**config.mk**
```make
export PLATFORM = sky130hd
export DESIGN_NAME = cr_updown_timer
export DESIGN_NICKNAME = d
export VERILOG_FILES = /design/src/rtl/crt_pkg.sv /design/src/rtl/crt_edge_det.sv /design/src/rtl/crt_ctrl.sv /design/src/rtl/crt_count.sv /design/src/rtl/cr_updown_timer.sv
export SDC_FILE = /design/constraint.sdc
export NUM_CORES = 1
export LEC_CHECK = 0
export BUFFER_PORTS_ARGS = -buffer_cell sky130_fd_sc_hd__buf_2
export CAP_MARGIN = 10
export CORE_UTILIZATION = 40
export CTS_BUF_LIST = sky130_fd_sc_hd__clkbuf_16
export DETAILED_ROUTE_END_ITERATION = 12
export HOLD_SLACK_MARGIN = 0.08
export PLACE_DENSITY = 0.68
export REMOVE_ABC_BUFFERS = 1
export SLEW_MARGIN = 15
export SYNTH_ARGS = -nofsm -noshare
export SYNTH_HDL_FRONTEND = slang
export SYNTH_SLANG_ARGS = --single-unit
```
**constraint.sdc**
```tcl
create_clock -name clk -period 2.08 [get_ports clk]
set_input_delay 0 -clock clk [delete_from_list [all_inputs] [get_ports clk]]
set_output_delay 0 -clock clk [all_outputs]
set_load 0.02 [all_outputs]
```
**src/rtl/crt_pkg.sv**
```systemverilog
// Shared types for the capture/reload timer.
// Assumes an 8-bit control register and byte-wide register access.
package crt_pkg;
    typedef enum logic [2:0] {
        SEL_CTL    = 3'd0,
        SEL_MODE   = 3'd1,
        SEL_CNT_LO = 3'd2,
        SEL_CNT_HI = 3'd3,
        SEL_RLD_LO = 3'd4,
        SEL_RLD_HI = 3'd5
    } crt_sel_e;

    typedef enum logic [1:0] {
        MODE_OFF     = 2'd0,
        MODE_RELOAD  = 2'd1,
        MODE_CAPTURE = 2'd2,
        MODE_BAUD    = 2'd3
    } crt_mode_e;

    localparam int CTL_TF   = 7;
    localparam int CTL_EXF  = 6;
    localparam int CTL_RXB  = 5;
    localparam int CTL_TXB  = 4;
    localparam int CTL_EXEN = 3;
    localparam int CTL_RUN  = 2;
    localparam int CTL_CT   = 1;
    localparam int CTL_CAP  = 0;
endpackage

```
**src/rtl/crt_edge_det.sv**
```systemverilog
// Falling-edge qualifier. The pin is sampled only on machine-cycle ticks.
// An event is a tick whose sample is 0 when the previous tick's sample was 1.
// Assumes the pin is held steady around each tick.
module crt_edge_det (
    input  logic clk,
    input  logic rst_n,
    input  logic tick,
    input  logic pin,
    output logic fall
);
    logic samp_r;

    // Keep the pin value seen at the most recent tick.
    always_ff @(posedge clk) begin
        if (!rst_n)
            samp_r <= 1'b0;
        else if (tick)
            samp_r <= pin;
    end

    assign fall = tick & samp_r & ~pin;
endmodule

```
**src/rtl/crt_ctrl.sv**
```systemverilog
// Control and mode registers, sticky flags, mode decode and the interrupt.
// Hardware flag set and toggle are applied on top of a same-cycle processor write.
module crt_ctrl
    import crt_pkg::*;
#(
    parameter int CTL_W  = 8,
    parameter int MODE_W = 2
) (
    input  logic              clk,
    input  logic              rst_n,
    input  logic              ctl_wr,
    input  logic              mode_wr,
    input  logic [CTL_W-1:0]  wdata,
    input  logic              tf_set,
    input  logic              exf_set,
    input  logic              exf_tgl,
    output logic [CTL_W-1:0]  ctl_q,
    output logic [MODE_W-1:0] mode_q,
    output crt_mode_e         mode,
    output logic              ext_cnt,
    output logic              exen,
    output logic              dcen,
    output logic              irq
);
    logic [CTL_W-1:0]  ctl_r, ctl_n;
    logic [MODE_W-1:0] mode_r;
    logic              baud;

    // Next control value: processor write first, then hardware flag events.
    always_comb begin
        ctl_n          = ctl_wr ? wdata : ctl_r;
        ctl_n[CTL_TF]  = ctl_n[CTL_TF] | tf_set;
        ctl_n[CTL_EXF] = (ctl_n[CTL_EXF] | exf_set) ^ exf_tgl;
    end

    // Control register storage.
    always_ff @(posedge clk) begin
        if (!rst_n)
            ctl_r <= '0;
        else
            ctl_r <= ctl_n;
    end

    // Mode register storage.
    always_ff @(posedge clk) begin
        if (!rst_n)
            mode_r <= '0;
        else if (mode_wr)
            mode_r <= wdata[MODE_W-1:0];
    end

    assign baud = ctl_r[CTL_RXB] | ctl_r[CTL_TXB];

    // Operating mode decode.
    always_comb begin
        if (!ctl_r[CTL_RUN])
            mode = MODE_OFF;
        else if (baud)
            mode = MODE_BAUD;
        else if (ctl_r[CTL_CAP])
            mode = MODE_CAPTURE;
        else
            mode = MODE_RELOAD;
    end

    assign ext_cnt = ctl_r[CTL_CT];
    assign exen    = ctl_r[CTL_EXEN];
    assign dcen    = mode_r[0];
    assign irq     = ctl_r[CTL_TF] | (ctl_r[CTL_EXF] & ~mode_r[0]);
    assign ctl_q   = ctl_r;
    assign mode_q  = mode_r;
endmodule

```
**src/rtl/crt_count.sv**
```systemverilog
// Count and capture/reload registers with step, wrap, capture and reload logic.
// Processor byte writes override the hardware update of the same byte.
module crt_count
    import crt_pkg::*;
#(
    parameter int W = 16
) (
    input  logic            clk,
    input  logic            rst_n,
    input  logic            tick,
    input  crt_mode_e       mode,
    input  logic            ext_cnt,
    input  logic            cnt_ev,
    input  logic            trg_ev,
    input  logic            trg_lvl,
    input  logic            exen,
    input  logic            dcen,
    input  logic            wr_cnt_lo,
    input  logic            wr_cnt_hi,
    input  logic            wr_rld_lo,
    input  logic            wr_rld_hi,
    input  logic [W/2-1:0]  wdata,
    output logic [W-1:0]    count_q,
    output logic [W-1:0]    reload_q,
    output logic            wrap,
    output logic            wrap_tgl,
    output logic            trg_hit
);
    localparam int          HW   = W / 2;
    localparam logic [W-1:0] ALL1 = '1;

    logic [W-1:0] cnt_r, cnt_n, rld_r, rld_n;
    logic         step, updown, going_up, at_top, at_floor;

    assign step     = (mode != MODE_OFF) && (ext_cnt ? cnt_ev : tick);
    assign updown   = (mode == MODE_RELOAD) && dcen;
    assign going_up = !updown || trg_lvl;
    assign at_top   = (cnt_r == ALL1);
    assign at_floor = (cnt_r == rld_r);
    assign wrap     = step && (going_up ? at_top : at_floor);
    assign wrap_tgl = wrap && updown;
    assign trg_hit  = trg_ev && exen &&
                      ((mode == MODE_CAPTURE) || ((mode == MODE_RELOAD) && !updown));

    // Next count: step/wrap, trigger reload, then processor byte writes.
    always_comb begin
        cnt_n = cnt_r;
        if (step) begin
            if (going_up)
                cnt_n = at_top ? ((mode == MODE_CAPTURE) ? '0 : rld_r) : cnt_r + 1'b1;
            else
                cnt_n = at_floor ? ALL1 : cnt_r - 1'b1;
        end
        if (trg_hit && (mode == MODE_RELOAD))
            cnt_n = rld_r;
        if (wr_cnt_lo)
            cnt_n[HW-1:0] = wdata;
        if (wr_cnt_hi)
            cnt_n[W-1:HW] = wdata;
    end

    // Next capture/reload value: capture event, then processor byte writes.
    always_comb begin
        rld_n = rld_r;
        if (trg_hit && (mode == MODE_CAPTURE))
            rld_n = cnt_r;
        if (wr_rld_lo)
            rld_n[HW-1:0] = wdata;
        if (wr_rld_hi)
            rld_n[W-1:HW] = wdata;
    end

    // Count and capture/reload storage.
    always_ff @(posedge clk) begin
        if (!rst_n) begin
            cnt_r <= '0;
            rld_r <= '0;
        end else begin
            cnt_r <= cnt_n;
            rld_r <= rld_n;
        end
    end

    assign count_q  = cnt_r;
    assign reload_q = rld_r;
endmodule

```
**src/rtl/cr_updown_timer.sv**
```systemverilog
// Top level of the capture/reload timer: register decode, pin qualifiers,
// control, count datapath and the registered wrap pulse.
// Assumes mc_tick is one cycle wide and the pins are steady around each tick.
module cr_updown_timer
    import crt_pkg::*;
#(
    parameter int CNT_W = 16,
    parameter int NPIN  = 2
) (
    input  logic             clk,
    input  logic             rst_n,
    input  logic             mc_tick,
    input  logic             cnt_pin,
    input  logic             trig_pin,
    input  logic             reg_wr,
    input  logic [2:0]       reg_sel,
    input  logic [7:0]       reg_wdata,
    output logic [7:0]       ctl_q,
    output logic [1:0]       mode_q,
    output logic [CNT_W-1:0] count_q,
    output logic [CNT_W-1:0] reload_q,
    output logic             irq,
    output logic             ovf_pulse
);
    logic [NPIN-1:0] pins, falls;
    crt_sel_e        sel;
    crt_mode_e       mode;
    logic            ext_cnt, exen, dcen, wrap, wrap_tgl, trg_hit;
    logic            pulse_r;

    assign pins = {trig_pin, cnt_pin};
    assign sel  = crt_sel_e'(reg_sel);

    // One tick-qualified falling-edge detector per external pin.
    for (genvar i = 0; i < NPIN; i++) begin : g_pin
        crt_edge_det u_edge (
            .clk  (clk),
            .rst_n(rst_n),
            .tick (mc_tick),
            .pin  (pins[i]),
            .fall (falls[i])
        );
    end

    crt_ctrl u_ctrl (
        .clk    (clk),
        .rst_n  (rst_n),
        .ctl_wr (reg_wr && sel == SEL_CTL),
        .mode_wr(reg_wr && sel == SEL_MODE),
        .wdata  (reg_wdata),
        .tf_set (wrap && mode != MODE_BAUD),
        .exf_set(trg_hit),
        .exf_tgl(wrap_tgl),
        .ctl_q  (ctl_q),
        .mode_q (mode_q),
        .mode   (mode),
        .ext_cnt(ext_cnt),
        .exen   (exen),
        .dcen   (dcen),
        .irq    (irq)
    );

    crt_count #(.W(CNT_W)) u_count (
        .clk      (clk),
        .rst_n    (rst_n),
        .tick     (mc_tick),
        .mode     (mode),
        .ext_cnt  (ext_cnt),
        .cnt_ev   (falls[0]),
        .trg_ev   (falls[1]),
        .trg_lvl  (trig_pin),
        .exen     (exen),
        .dcen     (dcen),
        .wr_cnt_lo(reg_wr && sel == SEL_CNT_LO),
        .wr_cnt_hi(reg_wr && sel == SEL_CNT_HI),
        .wr_rld_lo(reg_wr && sel == SEL_RLD_LO),
        .wr_rld_hi(reg_wr && sel == SEL_RLD_HI),
        .wdata    (reg_wdata),
        .count_q  (count_q),
        .reload_q (reload_q),
        .wrap     (wrap),
        .wrap_tgl (wrap_tgl),
        .trg_hit  (trg_hit)
    );

    // Register the wrap as a one-cycle pulse for the serial clock.
    always_ff @(posedge clk) begin
        if (!rst_n)
            pulse_r <= 1'b0;
        else
            pulse_r <= wrap;
    end

    assign ovf_pulse = pulse_r;
endmodule

```
# Word-level counts from Yosys, hierarchy flattened
# Cells that the tools add are included.
# op_classes
addsub	2
n_eq_ne	10
mux	17
bitwise_logic	13
n_reduce_logical	25
# ops
op	n
$mux W16	7
$mux W8	5
$add A16 B1 Y16 const B	1
$eq A16 B16 Y1	1
$eq A16 B16 Y1 const B	1
$logic_and A1 B1 Y1	16
$sub A16 B1 Y16 const B	1
$eq A3 B2 Y1 const B	2
$eq A3 B3 Y1 const B	2
$mux W2	3
$reduce_bool A2 Y1	3
$reduce_bool A3 Y1	2
$and A1 B1 Y1	5
$or A1 B1 Y1	4
$eq A3 B1 Y1 const B	1
$logic_not A3 Y1	1
$not A1 Y1	3
$eq A2 B1 Y1 const B	1
$eq A2 B2 Y1 const B	1
$logic_or A1 B1 Y1	2
$mux W1	2
$ne A2 B2 Y1 const B	1
$logic_not A1 Y1	1
$xor A1 B1 Y1	1
# word_totals
register_bits	45
inputBits	17
output_inout_bits	44
wordCells	77

# Longest topological paths before layout
# depth
word_depth	12
mapped_depth	9

# By module
# Synthesis repeated with hierarchy kept, for this count alone.
# unflattened
cells_unflattened	434
hier_area_um2	3759.9
# modules_own_cells
mod	instances	cells_each	area_per_inst_um2	seq_area_each_um2
crt_count	1	376	3111.7	640.6
crt_ctrl	1	41	446.7	200.2
cr_updown_timer	1	9	108.9	20.0
crt_edge_det	2	4	46.3	20.0

# Least setup slack after synthesis
# OpenSTA, ideal clock, no wires.
# synth_timing
path_kind	flip-flop to flip-flop
startpoint	reg u_count.cnt_r[1], in the netlist u_count.count_q[1]
endpoint	reg u_count.cnt_r[13], in the netlist u_count.count_q[13]
setup_time_ps	127
arrival_time_ps	2040
required_time_ps	1953
path_slack_ps	-87
stages_incl_launch_ff	8
synth_period_minus_slack_ps	2167
path_cell_list	dfxtp_1 -> ha_1 -> nand4_4 -> nor4_4 -> nand4_4 -> and3_4 -> a2111oi_4 -> o22ai_1
# synth_between
elab_chain_len	6
word_cells_on_any_way	10
# synth_lines
item	line	text
start, declared	crt_count.sv:32	logic [W-1:0] cnt_r, cnt_n, rld_r, rld_n;
start signal, assigned	crt_count.sv:79	cnt_r <= cnt_n;
$sub A16 B1 Y16 (tied with other cells)	crt_count.sv:52	cnt_n = at_floor ? ALL1 : cnt_r - 1'b1;
$mux W16, on equally long branches	crt_count.sv:52, crt_count.sv:50	
$mux W16 (*)	crt_count.sv:49	if (going_up)
$mux W16 (*)	crt_count.sv:48	if (step) begin
$mux W16 (*)	crt_count.sv:54	if (trg_hit && (mode == MODE_RELOAD))
$mux W8 (*)	crt_count.sv:58	if (wr_cnt_hi)
# Every way passes the cells marked *; elsewhere a longest branch is shown, timed or not. The select of a mux whose other input is x is not followed.
# A chain may end at the register's enable or synchronous reset.

# Worst setup path in the final report
# layout_timing
startpoint	reg u_count.cnt_r[8], in the netlist u_count.count_q[8]
endpoint	reg u_count.cnt_r[15], in the netlist u_count.count_q[15]
# The elaborated chain is that of the path after synthesis.

==> impl_metrics.prom <==
# TYPE chip_impl_metric gauge
chip_impl_info{name="status",value="finished clean"} 1
chip_impl_metric{name="total_number_of_vias",unit=""} 3838
chip_impl_metric{name="vdd.ir_drop.worst",unit="V"} 0.000414
chip_impl_metric{name="antenna_violating_nets_post_route",unit=""} 0
chip_impl_metric{name="io_pins",unit=""} 61
chip_impl_info{name="start_kind",value="register"} 1
chip_impl_metric{name="die_h",unit="µm"} 95.9
chip_impl_metric{name="simple_gate_area_share_of_the_yosys_netlist",unit="%"} 27.4
chip_impl_metric{name="route.detailed.drc",unit=""} 0
chip_impl_metric{name="synth-edff-count",unit=""} 0
chip_impl_metric{name="detailedRoute.firstPassIterationCount",unit=""} 4
chip_impl_metric{name="final.min_clock_period",unit="ns"} 1.99
chip_impl_metric{name="antenna-diode-count",unit=""} 0
chip_impl_metric{name="final.setup_skew",unit="ns"} 0.00552
chip_impl_metric{name="via_count_of_the_first_global_routing_pass",unit=""} 3561
chip_impl_metric{name="synth-xor-area-share",unit="%"} 9.94
chip_impl_metric{name="post_synth_design_cell_area",unit="µm²"} 3520
chip_impl_info{name="critPathLaunch",value="u_count.count_q[8]$_SDFFE_PN0P_"} 1
chip_impl_info{name="grt_setup_unrepaired",value="yes"} 1
chip_impl_metric{name="dieArea",unit="µm²"} 9190
chip_impl_metric{name="synth_seq_area_share",unit="%"} 25.6
chip_impl_metric{name="leakage",unit="µW"} 0.00224
chip_impl_metric{name="max_slew.worst_pin.slew",unit="ns"} 0.585
chip_impl_metric{name="pre_cts_ws",unit="ns"} -0.0206
chip_impl_metric{name="synth_cell_type_count",unit=""} 54
chip_impl_metric{name="synth_compound_gate_area_share",unit="%"} 22.7
chip_impl_metric{name="finish.net_count",unit=""} 559
chip_impl_metric{name="postSynthCellCount",unit=""} 452
chip_impl_metric{name="async_flop_share",unit="%"} 0
chip_impl_metric{name="yosys_warnings",unit=""} 0
chip_impl_metric{name="number_of_rows_in_the_core_area",unit=""} 33
chip_impl_metric{name="wire_length_of_the_first_global_routing_pass",unit="µm"} 18800
chip_impl_metric{name="drt_wl_total",unit="µm"} 12000
chip_impl_info{name="post_synth_main_area_contributors",value="dfxtp_1 26%, mux2i_1 6.8%, nand2_1 6.8%"} 1
chip_impl_metric{name="initial_antenna_violation_count",unit=""} 0
chip_impl_metric{name="postSynthRegisterBits",unit=""} 45
chip_impl_metric{name="setup_violations_final",unit=""} 0
chip_impl_metric{name="worst-endpoint-required",unit="ns"} 2.30
chip_impl_metric{name="synthMuxAreaShare",unit="%"} 6.82
chip_impl_metric{name="grt.total_usage",unit="%"} 27.5
chip_impl_metric{name="clk_latency_worst_skew_pair",unit="ns"} 0.29
chip_impl_info{name="post-synth-top-area-cell",value="dfxtp_1"} 1
chip_impl_metric{name="half_perimeter_wire_length_of_the_detailed_placement_result",unit="µm"} 9080
chip_impl_info{name="timing.setup.critical_path_class",value="reg2reg"} 1
chip_impl_metric{name="final_max_slew_viol_count",unit=""} 0
chip_impl_metric{name="viasPerCell",unit=""} 5.94
chip_impl_metric{name="place.port_buffers",unit=""} 60
chip_impl_metric{name="max_slew_margin",unit="%"} 61.0
chip_impl_metric{name="post-cts-setup-buffer-count",unit=""} 0
chip_impl_metric{name="powerDensity",unit="nW/µm²"} 553
chip_impl_metric{name="synth_top_area_share",unit="%"} 25.6
chip_impl_metric{name="cts_sinks",unit=""} 45
chip_impl_metric{name="post-route-worst-setup-slack",unit="ns"} 0.0879
chip_impl_metric{name="data_arrival_at_the_endpoint_of_the_critical_path",unit="ns"} 2.21
chip_impl_metric{name="detail_route.wl_per_cell",unit="µm"} 18.6
chip_impl_info{name="tritoncts",value="yes"} 1
chip_impl_metric{name="width_of_the_die",unit="µm"} 95.9
chip_impl_metric{name="syn_avg_cell_area",unit="µm²"} 7.80
chip_impl_info{name="critical_path.endpoint_type",value="register"} 1
chip_impl_metric{name="power",unit="µW"} 2440
chip_impl_metric{name="cts_buffer_depth",unit=""} 2
chip_impl_info{name="largest_family_of_logic_cells_by_synthesized_area",value="simple AND/OR/NAND/NOR gates"} 1
chip_impl_metric{name="final.fill_count",unit=""} 842
chip_impl_metric{name="max_capacitance_violation_total",unit=""} 0
chip_impl_info{name="hold_class",value="in2reg"} 1
chip_impl_metric{name="fin_setup_tns",unit="ns"} 0
chip_impl_metric{name="cts_made_buffers",unit=""} 5
chip_impl_metric{name="fraction_of_final_layout_cells_sized_beyond_drive_strength_1",unit="%"} 26.6
chip_impl_metric{name="max_clock_freq",unit="MHz"} 502
chip_impl_info{name="synth_flop_cell",value="dfxtp_1"} 1
chip_impl_info{name="min_from",value="reg_wdata[4]"} 1
chip_impl_metric{name="clk_pin_slew",unit="ns"} 0.07
chip_impl_info{name="critical_path.reg2reg.startpoint",value="u_count.count_q[8]$_SDFFE_PN0P_"} 1
chip_impl_metric{name="detailed_route_iter0_violations",unit=""} 244
chip_impl_metric{name="grt-ovfl-total",unit=""} 0
chip_impl_metric{name="core",unit="µm²"} 8380
chip_impl_info{name="ctsRootBufferMaster",value="clkbuf_16"} 1
chip_impl_metric{name="floorplan.initialDensity",unit="%"} 42.0
chip_impl_metric{name="final-hold-violation-count",unit=""} 0
chip_impl_metric{name="crit_path_max_fanout",unit=""} 8
chip_impl_metric{name="h-tree-depth",unit=""} 2
chip_impl_metric{name="grt_start_max_net_pins",unit=""} 27
chip_impl_metric{name="final_core_util",unit="%"} 52.7
chip_impl_metric{name="final.period_utilization",unit="%"} 95.8
chip_impl_info{name="commonest_cells_after_routing_fill_and_taps_aside",value="64 x nand2_1, 60 x buf_2, 57 x buf_4, 42 x dfxtp_1"} 1
chip_impl_info{name="layout.cells.most_common",value="nand2_1"} 1
chip_impl_metric{name="yosys.area_share.adder",unit="%"} 0.710
chip_impl_metric{name="place.gp.congestion",unit=""} 0.968
chip_impl_metric{name="layout-area-overhead-vs-synth",unit="%"} 25.5
-- cell usage after synthesis, types with 3 or more instances --
master and n:
a21o_1 4, nor4_1 7, xor2_1 27, buf_4 8
and3_1 7, nor2_1 28, nand4_1 5, o211ai_1 14
o211a_1 16, nor3_1 13, o21ai_0 22, and3b_1 3
a221oi_1 3, a21oi_1 19, dfxtp_1 45, mux2i_1 24
clkbuf_1 19, buf_2 12, a211oi_1 6, a31oi_1 6
xnor2_1 13, nor2b_1 12, nand2_1 64, o22ai_1 3
nand3_1 25, o2bb2ai_1 5, inv_1 6
-- cell type report --
class	count	area (µm²)	share of cell area [%]
clock inverter	3	46.3	1.05
inverter	6	22.5	0.509
timing repair buffer	123	798	18.1
clock buffer	5	125	2.83
tap	105	131	2.97
multi-input combinational	359	2390	54.1
sequential	45	905	20.5
-- sequential cells by signal, summed over array words and instances (netlist names) --
register and count:
u_count.count_q 16, u_count.reload_q 16, u_ctrl.ctl_q 8, g_pin.u_edge.samp_r 2
u_ctrl.mode_q 2, ovf_pulse 1
-- power by group --
part | internal, µW | leakage (µW) | total, µW | switching (µW)
logic | 246 | 0.00179 | 576 | 330
clock network | 570 | 0.0000800 | 944 | 375
registers | 891 | 0.000367 | 924 | 33.5
-- final timing paths --
path / endpoint / slack, ns / cells after the start
hold reg to reg: u_ctrl.mode_q[1]$_SDFFE_PN0P_ / 0.54 / 2
hold / removal: u_count.count_q[4]$_SDFFE_PN0P_ / 0.08 / 3
setup reg to reg: u_count.count_q[15]$_SDFFE_PN0P_ / 0.09 / 7
setup / recovery: u_count.count_q[15]$_SDFFE_PN0P_ / 0.09 / 7
-- what timing repair did --
item	4_1_cts	5_1_grt
setup endpoints to repair	2	16
endpoints found under the hold margin	4	0
hold buffers	5	0
pin swaps	1	2
gates resized for setup	1	7
-- routing by layer --
metal  vias to the layer above  part of all wire (%)  global-route usage [%]
met5                         -                     0                       0
met4                         0                   2.6                    9.45
met3                        30                   6.1                    5.29
met2                       132                    46                    43.9
met1                      1874                    45                    36.8
li1                       1802                     -                       -
-- critical path, stage by stage (launching register included) --
cell and delay [ns]:
dfxtp_2 0.35, buf_4 0.17, or4_1 0.56, nor3_2 0.17, nor3b_2 0.25, xor2_1 0.17, o21ai_0 0.10, o22ai_1 0.15
-- cells by family (layout without fill, tap and decap cells) --
family,Yosys count,count (layout)
adders and majority gates,2,2
muxes,24,24
DFF,45,45
and+or+nand+nor,183,183
xor gates and xnor gates,40,40
AOI/OAI and AO/OA,110,110
buffers and inverters,48,137
-- stage by stage --
| step | area [µm²] | hold WS [ns] | std cells |
|---|---|---|---|
| global placement | 4180 | 0.282 | 633 |
| finish | 4420 | 0.0833 | 646 |
| global route | 4420 | 0.114 | 646 |
| CTS | 4410 | 0.0929 | 646 |
| floorplan | 3300 | 0.117 | 410 |
| detailed placement | 4180 | 0.282 | 633 |
(Power assumes the default switching activity.)
